`src/rtl/mmp_pkg.sv`:
```
package mmp_pkg;
   typedef logic [2:0] rule_t;
   localparam rule_t RULE_UNARY  = 3'd0;
   localparam rule_t RULE_NORMAL = 3'd1;
   localparam rule_t RULE_STICKY = 3'd2;
   localparam rule_t RULE_EXCH   = 3'd3;
   localparam rule_t RULE_IMPER  = 3'd4;
endpackage

```
`src/rtl/mmp_decode.sv`:
```
module mmp_decode
   import mmp_pkg::*;
#(
   parameter int INSTR_W = 12,
   parameter int SLOT_W  = 4
) (
   input  logic [INSTR_W-1:0] instr,
   input  logic [SLOT_W-1:0]  fp,
   output rule_t              rule,
   output logic [SLOT_W-1:0]  ea
);
   localparam int ABS_BIT  = SLOT_W;
   localparam int RULE_LSB = SLOT_W + 1;

   if (INSTR_W < SLOT_W + 4) begin : g_bad_width
      $error("instruction word too narrow for offset, mode and rule");
   end

   logic [SLOT_W-1:0] offset;
   assign offset = instr[SLOT_W-1:0];
   assign rule   = instr[RULE_LSB +: 3];

   // slot count is a power of two, so truncation gives the modulo
   always_comb begin
      if (instr[ABS_BIT]) ea = offset;
      else                ea = fp + offset;
   end
endmodule

```
`src/rtl/mmp_frame_store.sv`:
```
module mmp_frame_store #(
   parameter int DEPTH  = 16,
   parameter int SLOT_W = 4,
   parameter int VAL_W  = 16
) (
   input  logic              clk,
   input  logic              rst_n,
   input  logic              rd_en,
   input  logic [SLOT_W-1:0] rd_addr,
   input  logic              wr_en,
   input  logic [SLOT_W-1:0] wr_addr,
   input  logic              wr_pres,
   input  logic [VAL_W-1:0]  wr_val,
   output logic              rd_pres_q,
   output logic [VAL_W-1:0]  rd_val_q
);
   if (DEPTH != (1 << SLOT_W)) begin : g_bad_depth
      $error("frame depth must equal 2**SLOT_W");
   end

   logic [DEPTH-1:0] pres;
   logic [VAL_W-1:0] vals [DEPTH];

   for (genvar i = 0; i < DEPTH; i++) begin : g_slot
      always_ff @(posedge clk) begin
         if (!rst_n)                                pres[i] <= 1'b0;
         else if (wr_en && wr_addr == SLOT_W'(i))   pres[i] <= wr_pres;
      end
      always_ff @(posedge clk) begin
         if (wr_en && wr_addr == SLOT_W'(i)) vals[i] <= wr_val;
      end
   end

   logic fwd;
   assign fwd = wr_en && (wr_addr == rd_addr);

   always_ff @(posedge clk) begin
      if (!rst_n) begin
         rd_pres_q <= 1'b0;
         rd_val_q  <= '0;
      end else if (rd_en) begin
         rd_pres_q <= fwd ? wr_pres : pres[rd_addr];
         rd_val_q  <= fwd ? wr_val  : vals[rd_addr];
      end
   end

   AST_BYPASS_FWD: assert property (@(posedge clk) disable iff (!rst_n)
      (rd_en && wr_en && rd_addr == wr_addr) |=>
      (rd_pres_q == $past(wr_pres) && rd_val_q == $past(wr_val)));
endmodule

```
`src/rtl/mmp_match.sv`:
```
module mmp_match
   import mmp_pkg::*;
#(
   parameter int VAL_W = 16
) (
   input  logic             valid,
   input  rule_t            rule,
   input  logic             port,
   input  logic [VAL_W-1:0] value,
   input  logic             held,
   input  logic [VAL_W-1:0] held_val,
   output logic             emit,
   output logic [VAL_W-1:0] left,
   output logic [VAL_W-1:0] right,
   output logic             wr_en,
   output logic             wr_pres,
   output logic [VAL_W-1:0] wr_val
);
   always_comb begin
      emit    = 1'b0;
      wr_en   = 1'b0;
      wr_pres = 1'b0;
      wr_val  = value;
      left    = port ? held_val : value;
      right   = port ? value : held_val;
      if (valid) begin
         unique case (rule)
            RULE_UNARY: begin
               emit  = 1'b1;
               left  = value;
               right = '0;
            end
            RULE_NORMAL, RULE_STICKY, RULE_EXCH: begin
               if (!held) begin
                  wr_en   = 1'b1;
                  wr_pres = 1'b1;
               end else begin
                  emit = 1'b1;
                  if (rule == RULE_NORMAL) begin
                     wr_en   = 1'b1;
                     wr_pres = 1'b0;
                     wr_val  = held_val;
                  end else if (rule == RULE_EXCH) begin
                     wr_en   = 1'b1;
                     wr_pres = 1'b1;
                  end
               end
            end
            RULE_IMPER: begin
               wr_en   = 1'b1;
               wr_pres = 1'b1;
            end
            default: ;
         endcase
      end
   end
endmodule

```
`src/rtl/mmp_token_match.sv`:
```
module mmp_token_match
   import mmp_pkg::*;
#(
   parameter int IP_W        = 8,
   parameter int VAL_W       = 16,
   parameter int FRAME_DEPTH = 16,
   parameter int INSTR_W     = 12
) (
   input  logic                           clk,
   input  logic                           rst_n,
   input  logic                           in_valid,
   input  logic [$clog2(FRAME_DEPTH)-1:0] in_fp,
   input  logic [IP_W-1:0]                in_ip,
   input  logic                           in_port,
   input  logic [VAL_W-1:0]               in_value,
   output logic [IP_W-1:0]                rom_addr,
   input  logic [INSTR_W-1:0]             rom_data,
   output logic                           out_valid,
   output logic [$clog2(FRAME_DEPTH)-1:0] out_fp,
   output logic [IP_W-1:0]                out_ip,
   output logic [VAL_W-1:0]               out_left,
   output logic [VAL_W-1:0]               out_right
);
   localparam int SLOT_W = $clog2(FRAME_DEPTH);

   // stage 1: instruction word arrives from the ROM
   logic              s1_valid, s1_port;
   logic [SLOT_W-1:0] s1_fp;
   logic [IP_W-1:0]   s1_ip;
   logic [VAL_W-1:0]  s1_val;

   assign rom_addr = in_ip;

   always_ff @(posedge clk) begin
      if (!rst_n) s1_valid <= 1'b0;
      else        s1_valid <= in_valid;
      s1_fp   <= in_fp;
      s1_ip   <= in_ip;
      s1_port <= in_port;
      s1_val  <= in_value;
   end

   rule_t             d_rule;
   logic [SLOT_W-1:0] d_ea;

   mmp_decode #(.INSTR_W(INSTR_W), .SLOT_W(SLOT_W)) u_decode (
      .instr (rom_data),
      .fp    (s1_fp),
      .rule  (d_rule),
      .ea    (d_ea)
   );

   // stage 2: slot contents available, rule applied
   logic              s2_valid, s2_port;
   rule_t             s2_rule;
   logic [SLOT_W-1:0] s2_ea, s2_fp;
   logic [IP_W-1:0]   s2_ip;
   logic [VAL_W-1:0]  s2_val;

   always_ff @(posedge clk) begin
      if (!rst_n) s2_valid <= 1'b0;
      else        s2_valid <= s1_valid;
      s2_rule <= d_rule;
      s2_ea   <= d_ea;
      s2_fp   <= s1_fp;
      s2_ip   <= s1_ip;
      s2_port <= s1_port;
      s2_val  <= s1_val;
   end

   logic             fs_pres, m_emit, m_wr, m_wr_pres;
   logic [VAL_W-1:0] fs_val, m_left, m_right, m_wr_val;

   mmp_frame_store #(.DEPTH(FRAME_DEPTH), .SLOT_W(SLOT_W), .VAL_W(VAL_W)) u_store (
      .clk       (clk),
      .rst_n     (rst_n),
      .rd_en     (s1_valid),
      .rd_addr   (d_ea),
      .wr_en     (m_wr),
      .wr_addr   (s2_ea),
      .wr_pres   (m_wr_pres),
      .wr_val    (m_wr_val),
      .rd_pres_q (fs_pres),
      .rd_val_q  (fs_val)
   );

   mmp_match #(.VAL_W(VAL_W)) u_match (
      .valid    (s2_valid),
      .rule     (s2_rule),
      .port     (s2_port),
      .value    (s2_val),
      .held     (fs_pres),
      .held_val (fs_val),
      .emit     (m_emit),
      .left     (m_left),
      .right    (m_right),
      .wr_en    (m_wr),
      .wr_pres  (m_wr_pres),
      .wr_val   (m_wr_val)
   );

   // stage 3: registered operand pair
   always_ff @(posedge clk) begin
      if (!rst_n) out_valid <= 1'b0;
      else        out_valid <= m_emit;
      out_fp    <= s2_fp;
      out_ip    <= s2_ip;
      out_left  <= m_left;
      out_right <= m_right;
   end

   AST_FIRST_SILENT: assert property (@(posedge clk) disable iff (!rst_n)
      (s2_valid && s2_rule == RULE_NORMAL && !fs_pres) |=> !out_valid);
   AST_PAIR_EMITS: assert property (@(posedge clk) disable iff (!rst_n)
      (s2_valid && s2_rule == RULE_NORMAL && fs_pres) |=> out_valid);
   AST_UNARY_RIGHT_ZERO: assert property (@(posedge clk) disable iff (!rst_n)
      (s2_valid && s2_rule == RULE_UNARY) |=> (out_valid && out_right == '0));
   AST_RESERVED_QUIET: assert property (@(posedge clk) disable iff (!rst_n)
      (s2_valid && s2_rule > RULE_IMPER) |=> !out_valid);
   AST_IDLE_QUIET: assert property (@(posedge clk) disable iff (!rst_n)
      !s2_valid |=> !out_valid);
endmodule

```
`config.mk`:
```
export PLATFORM = sky130hd
export DESIGN_NAME = mmp_token_match
export DESIGN_NICKNAME = d
export VERILOG_FILES = /design/src/rtl/mmp_pkg.sv /design/src/rtl/mmp_decode.sv /design/src/rtl/mmp_frame_store.sv /design/src/rtl/mmp_match.sv /design/src/rtl/mmp_token_match.sv
export SDC_FILE = /design/constraint.sdc
export NUM_CORES = 1
export LEC_CHECK = 0
export BUFFER_PORTS_ARGS = -buffer_cell sky130_fd_sc_hd__buf_2
export CAP_MARGIN = 20
export CORE_MARGIN = 4
export CORE_UTILIZATION = 58
export DETAILED_ROUTE_END_ITERATION = 6
export PLACE_DENSITY = 0.76
export SLEW_MARGIN = 20
export SYNTH_ARGS = -nofsm -noshare
export SYNTH_HDL_FRONTEND = slang
export SYNTH_SLANG_ARGS = --single-unit
```
`constraint.sdc`:
```
create_clock -name clk -period 8.1 [get_ports clk]
set_clock_uncertainty 0.05 [all_clocks]
set_input_delay 1.62 -clock clk [delete_from_list [all_inputs] [get_ports clk]]
set_output_delay 1.62 -clock clk [all_outputs]
set_load 0.01 [all_outputs]
```
# --- Word level (Yosys, flattened, before mapping) ---
# Memories as Yosys holds them, arrays and structs flattened.
# Index checks and enable logic that the tools add are counted.
op_classes:
  add_sub_neg: 1
  n_lt_le_gt_ge: 1
  n_eq_ne: 20
  n_mux: 103
  reduce_logical: 36
op_table:
  columns: ["op", "n"]
  rows:
  - ["two-way mux 16 bit", 26]
  - ["OR reduction 16 bit", 15]
  - ["two-way mux 4 bit", 16]
  - ["two-way mux 1 bit", 57]
  - ["equality test 4 bit (second input constant)", 8]
  - ["logical AND 1 bit", 17]
  - ["equality test 4 x 3 -> 1 bit (second input constant)", 4]
  - ["equality test 4 x 2 -> 1 bit (second input constant)", 2]
  - ["equality test 3 x 2 -> 1 bit (second input constant)", 2]
  - ["one-hot mux 1 bit (2 select lines)", 3]
  - ["less-than comparator 4 x 5 -> 1 bit (second input constant)", 1]
  - ["adder 4 bit", 1]
  - ["binary-select mux 1 bit (select 4 bit)", 1]
  - ["equality test 4 x 1 -> 1 bit (second input constant)", 1]
  - ["equality test 4 bit", 1]
  - ["logical NOT 4 bit", 1]
  - ["equality test 3 x 1 -> 1 bit (second input constant)", 1]
  - ["equality test 3 bit (second input constant)", 1]
  - ["logical NOT 3 bit", 1]
  - ["OR reduction 3 bit", 1]
  - ["AND reduction 2 bit", 1]
word_totals:
  reg_bits: 145
  ramBits: 256
  in_bits: 44
  output_inout_bits: 53
  wordCells: 197
  memories: 1
mem_list:
  columns: ["name", "words", "width", "read_ports", "rd_clocked_by_memory_dff", "wr", "line_no", "text"]
  rows:
  - ["u_store.vals", 16, 16, 1, 0, 1, "mmp_frame_store.sv:22", "logic [VAL_W-1:0] vals [DEPTH];"]

# --- Logic depth before layout (Yosys ltp) ---
depth:
  word_depth: 25
  ltp_mapped: 12
  depth_no_buf: 10

# --- Cells and area by module ---
# Synthesis repeated with hierarchy kept, for this count alone.
unflattened:
  hier_cells: 868
  hier_area_um2: 14913.1
by_module_without_submodules:
  columns: ["mod", "instances", "cells_per_inst", "area_each_um2", "seq_area_each_um2"]
  rows:
  - ["mmp_frame_store", 1, 634, 11626.2, 8348.0]
  - ["mmp_token_match", 1, 123, 2321.0, 2242.2]
  - ["mmp_match", 1, 82, 724.4, 0.0]
  - ["mmp_decode", 1, 29, 241.5, 0.0]

# --- Least setup slack after synthesis ---
# Ideal clock, no wire load.
synth_path:
  kind: "in2reg"
  from: "in rom_data[0]"
  to: "reg u_store.rd_pres_q"
  setup_ns: 0.116
  arrival_ns: 3.916
  required_time_ns: 7.934
  setup_slack_ns: 4.019
  stages: 11
  n_path_buf: 2
  cell_sequence: "ha_1 -> fa_1 -> nor2b_1 -> buf_1 -> nor2_1 -> xnor2_1 -> nor3_1 -> and3_1 -> buf_4 -> a32o_1 -> a31o_1"
synth_between:
  elab_chain_len: 5
  elab_cells_between_ends: 7
  classes_between: "add/sub (1); eq/ne (1); mux (4); reduce/logical (1)"
synth_rtl:
  columns: ["item", "line_no", "text"]
  rows:
  - ["start, declared", "mmp_token_match.sv:17", "input logic [INSTR_W-1:0] rom_data,"]
  - ["adder 4 bit", "mmp_decode.sv:26", "else ea = fp + offset;"]
  - ["two-way mux 4 bit (*)", "mmp_decode.sv:25", "if (instr[ABS_BIT]) ea = offset;"]
  - ["binary-select mux 1 bit (select 4 bit) or equality test 4 bit (tied branches)", "mmp_frame_store.sv:42, mmp_frame_store.sv:35", null]
  - ["two-way mux 1 bit (implied by the code) or logical AND 1 bit (tied branches)", "mmp_frame_store.sv:42, mmp_frame_store.sv:35", null]
  - ["two-way mux 1 bit (*)", "mmp_frame_store.sv:42", "rd_pres_q <= fwd ? wr_pres : pres[rd_addr];"]
  - ["end signal, assigned", "mmp_frame_store.sv:42", null]
  - ["end, declared", "mmp_frame_store.sv:14", "output logic rd_pres_q,"]
# Every way passes the cells marked *; elsewhere a longest branch is shown, timed or not. The select of a mux whose other input is x is not followed.
# A chain may end at the register's enable or synchronous reset.

# --- Final worst setup path ---
layout_path:
  from: "in rom_data[4]"
  to: "reg u_store.rd_val_q[4]"
layout_between:
  elab_chain_len: 4
  elab_cells_between_ends: 5
  classes_between: "eq/ne (1); mux (2); reduce/logical (1); memory (1)"
layout_rtl:
  columns: ["item", "line_no", "text"]
  rows:
  - ["two-way mux 4 bit (*)", "mmp_decode.sv:25", null]
  - ["branches (longest 2 deep; another with memory read (16 x 16 bit))", null, null]
  - ["two-way mux 16 bit (*)", "mmp_frame_store.sv:43", "rd_val_q <= fwd ? wr_val : vals[rd_addr];"]
  - ["end signal, assigned", "mmp_frame_store.sv:43", null]
  - ["end, declared", "mmp_frame_store.sv:15", "output logic [VAL_W-1:0] rd_val_q"]
# Every way passes the cells marked *.

==> Flow_metrics.wiki <==
{| class="wikitable"
! Metric !! Value
|-
| Final Instance Area || 18900 µm²
|-
| Number of maximum-capacitance violations || 0
|-
| Top fanout value on the critical path || 54
|-
| Total cell area at the placement stage || 17500 µm²
|-
| Final-report hold violation count || 0
|-
| Number of buffers added to fix hold violations after cts || 0
|-
| Yosys warning total || 0
|-
| Final setup violating endpoints || 0
|-
| Max Fclk || 189 MHz
|-
| Vias in the first global route || 12500
|-
| Via-to-Cell Ratio || 6.50
|-
| Core Area || 28200 µm²
|-
| Cell-by-cell listing of the critical path || buf_2, buf_4, clkinv_2, mux2i_4, inv_2, xnor2_1, nand3_1, o211ai_1, a31oi_1
|-
| Final worst setup slack || 2.81 ns
|-
| Commonest cells in the synthesized netlist || nor2_1, edfxtp_1, dfxtp_1
|-
| Latest clock arrival within the worst-skew pair || 0.56 ns
|-
| Antenna violations before repair || 0
|-
| Worst vdd ir || 0.198 mV
|-
| Net count, final || 1595
|-
| CP max-delay cell || clkinv_2
|-
| Power Density || 247 nW/µm²
|-
| Power consumption || 4.65 mW
|-
| Total overflow reported by the global router || 0
|-
| Average detailed-routed wire length per instance || 23.5 µm
|-
| Final-layout setup total negative slack || 0 ns
|-
| Final clock period utilization by the worst path || 65.3%
|-
| Weighted congestion at the end of routability-driven global placement || 0.845
|-
| Critical path type || in2reg
|-
| Clock sink count || 401
|-
| Antenna viol nets, final || 0
|-
| First-pass GRT wire length || 69600 µm
|-
| Hold slack || 0.271 ns
|-
| Number of distinct library cell variants in the gate-level netlist after synthesis || 54
|-
| Number of H-tree branching levels || 2
|-
| TritonCTS clock tree || done
|-
| Area enclosed by the die boundary || 31700 µm²
|-
| Largest net degree at the start of global routing || 81
|-
| Max-slew violations || 0
|-
| Setup slack on the worst flop-to-flop path || 4.26 ns
|-
| Arr. time, crit path || 5.61 ns
|-
| Post-synthesis async set-or-reset flop share || 0%
|-
| HPWL reported at the end of detailed placement || 24900 µm
|-
| Count leader, synth || nor2_1
|-
| Initial core utilization || 59.5%
|-
| Number of remaining DRC errors || 0
|-
| Chip Width || 178 µm
|-
| Routed via count || 12700
|-
| Clock tree root driver cell || clkbuf_16
|-
| Cell Count Post-Placement || 1883
|-
| Share of cells above drive strength 1 || 14.9%
|-
| Synth Net Count || 1552
|-
| Setup repair after global routing missed its margin || no
|-
| Worst hold-check path type || reg2reg
|-
| I/O pin total || 97
|-
| Slowest Stage Delay on Critical Path || 0.96 ns
|-
| Fraction of post-synthesis cell area in the top cell type by area || 45.9%
|-
| Sort of element at the start of the critical path || input pin
|-
| Site Rows || 61
|-
| Cell type contributing the most total cell area after synthesis || edfxtp_1
|-
| Result of the run || finished clean
|-
| Final Instance Count excl. Fillers || 1957
|-
| Most used DFF post-synth || edfxtp_1
|-
| TritonCTS Buffers || 40
|-
| Number of iterations in the first detailed-routing pass || 6
|-
| Cells resized by post-CTS repair || 0
|-
| Top delay family on crit path || buffers and inverters
|-
| Top cells by area in the synthesized netlist || edfxtp_1, dfxtp_1, nor2_1
|-
| Postcts setup bufs || 0
|-
| Share of the core filled with cells in the final layout || 67.0%
|-
| Number of enable-type register cells in the synthesized netlist || 256
|-
| Yosys reg bits || 401
|-
| Diode count || 0
|-
| Deepest clock path buffer count || 3
|-
| Number of buffers and inverters on the critical path || 4
|-
| Kind of end point of the critical path || flop
|-
| Total leakage power || 6.57 nW
|-
| Clock period minus final worst setup slack || 5.29 ns
|-
| Normalized max-slew margin || 21.2%
|-
| Actual transition at the worst max-transition pin || 1.18 ns
|-
| Avg Cell Area, Syn || 11.1 µm²
|-
| Total length of routed wires || 45900 µm
|-
| Clock slew at the register clock pins of the worst setup and hold paths || 0.07 ns
|-
| Post-synthesis instance area || 16800 µm²
|-
| Number of DRC markers in iteration 0 || 1652
|-
| Required time of the worst setup path || 8.42 ns
|-
| Setup WS pre-CTS || 2.81 ns
|-
| Die Height || 178 µm
|-
| Synth-to-Final Area Change || 12.5%
|-
| Total global routing track utilization || 28.6%
|-
| Post-synthesis instance total || 1504
|-
| Portion of the post-synthesis area used by sequential elements || 63.2%
|-
| Buffers on Ports || 92
|}
[logic make-up (layout without fill, tap and decap cells)]
group,count (synthesis),count (layout),share of synthesized area [%]
and+or+nand+nor,536,536,14.2
DFF,401,401,63.2
AOI/OAI and AO/OA,364,364,14.8
buffers and inverters,132,207,3.24
muxes,62,62,3.94
xor gates and xnor gates,5,5,0.261
adders and majority gates,4,4,0.343
[final timing paths]
kind | from | endpoint | cells past startpoint
setup reg to reg | s1_fp[2]$_DFF_P_ | u_store.rd_val_q[4]$_SDFFE_PN0P_ | 8
hold / removal | s1_val[4]$_DFF_P_ | s2_val[4]$_DFF_P_ | 0
hold reg to reg | s1_val[4]$_DFF_P_ | s2_val[4]$_DFF_P_ | 0
setup / recovery | rom_data[4] | u_store.rd_val_q[4]$_SDFFE_PN0P_ | 9
[cell type report]
class                      count  area (µm²)
fill                        2001        9310
inverter                       9        35.0
clock buffer                  58        1140
clock inverter                16         188
tap                          378         473
multi-input combinational    971        5720
sequential                   401       10600
timing repair buffer         124         716
[placed cells by master (no fill, tap or decap), types with 4 or more instances in the layout]
cell type / n
and2_1: 5
nor2_1: 253
nor3_2: 4
clkinv_2: 4
o211ai_1: 68
mux2i_1: 28
o221ai_1: 41
a21oi_1: 59
nand3_1: 30
edfxtp_1: 256
mux2_2: 26
a211oi_1: 9
o31ai_1: 9
clkbuf_16: 41
buf_2: 91
nand2b_1: 72
nor2b_1: 9
a311oi_1: 9
a22oi_1: 32
inv_2: 5
clkbuf_1: 12
o21ai_0: 79
nor2_2: 9
clkbuf_8: 5
mux2_1: 6
a31oi_1: 16
a32oi_1: 4
dfxtp_1: 145
clkinv_1: 4
o311ai_0: 14
nor3_1: 53
buf_4: 32
a21boi_1: 9
nand2_1: 88
[metal layers]
layer | routed length (µm) | GRT usage, % | up-vias
li1 | - | - | 5616
met1 | 17000 | 37.7 | 6112
met2 | 21600 | 46.1 | 854
met3 | 5850 | 6.95 | 129
met4 | 1480 | 11.4 | 0
met5 | 0 | 0 | -
[flip-flops by register name, indices dropped and copies added (netlist names), 8 cells and up]
signal	flops
u_store.vals	256
out_left	16
out_right	16
s1_val	16
s2_val	16
u_store.pres	16
u_store.rd_val_q	16
out_ip	8
s1_ip	8
s2_ip	8
[power by group]
| part | leakage, nW | internal, mW | switching, mW |
|---|---|---|---|
| logic | 2.41 | 0.169 | 0.371 |
| registers | 3.51 | 2.22 | 0.0305 |
| clock network | 0.646 | 1.09 | 0.777 |
| total | 6.57 | 3.47 | 1.18 |
Note: power is estimated with default switching activity, not from simulation.
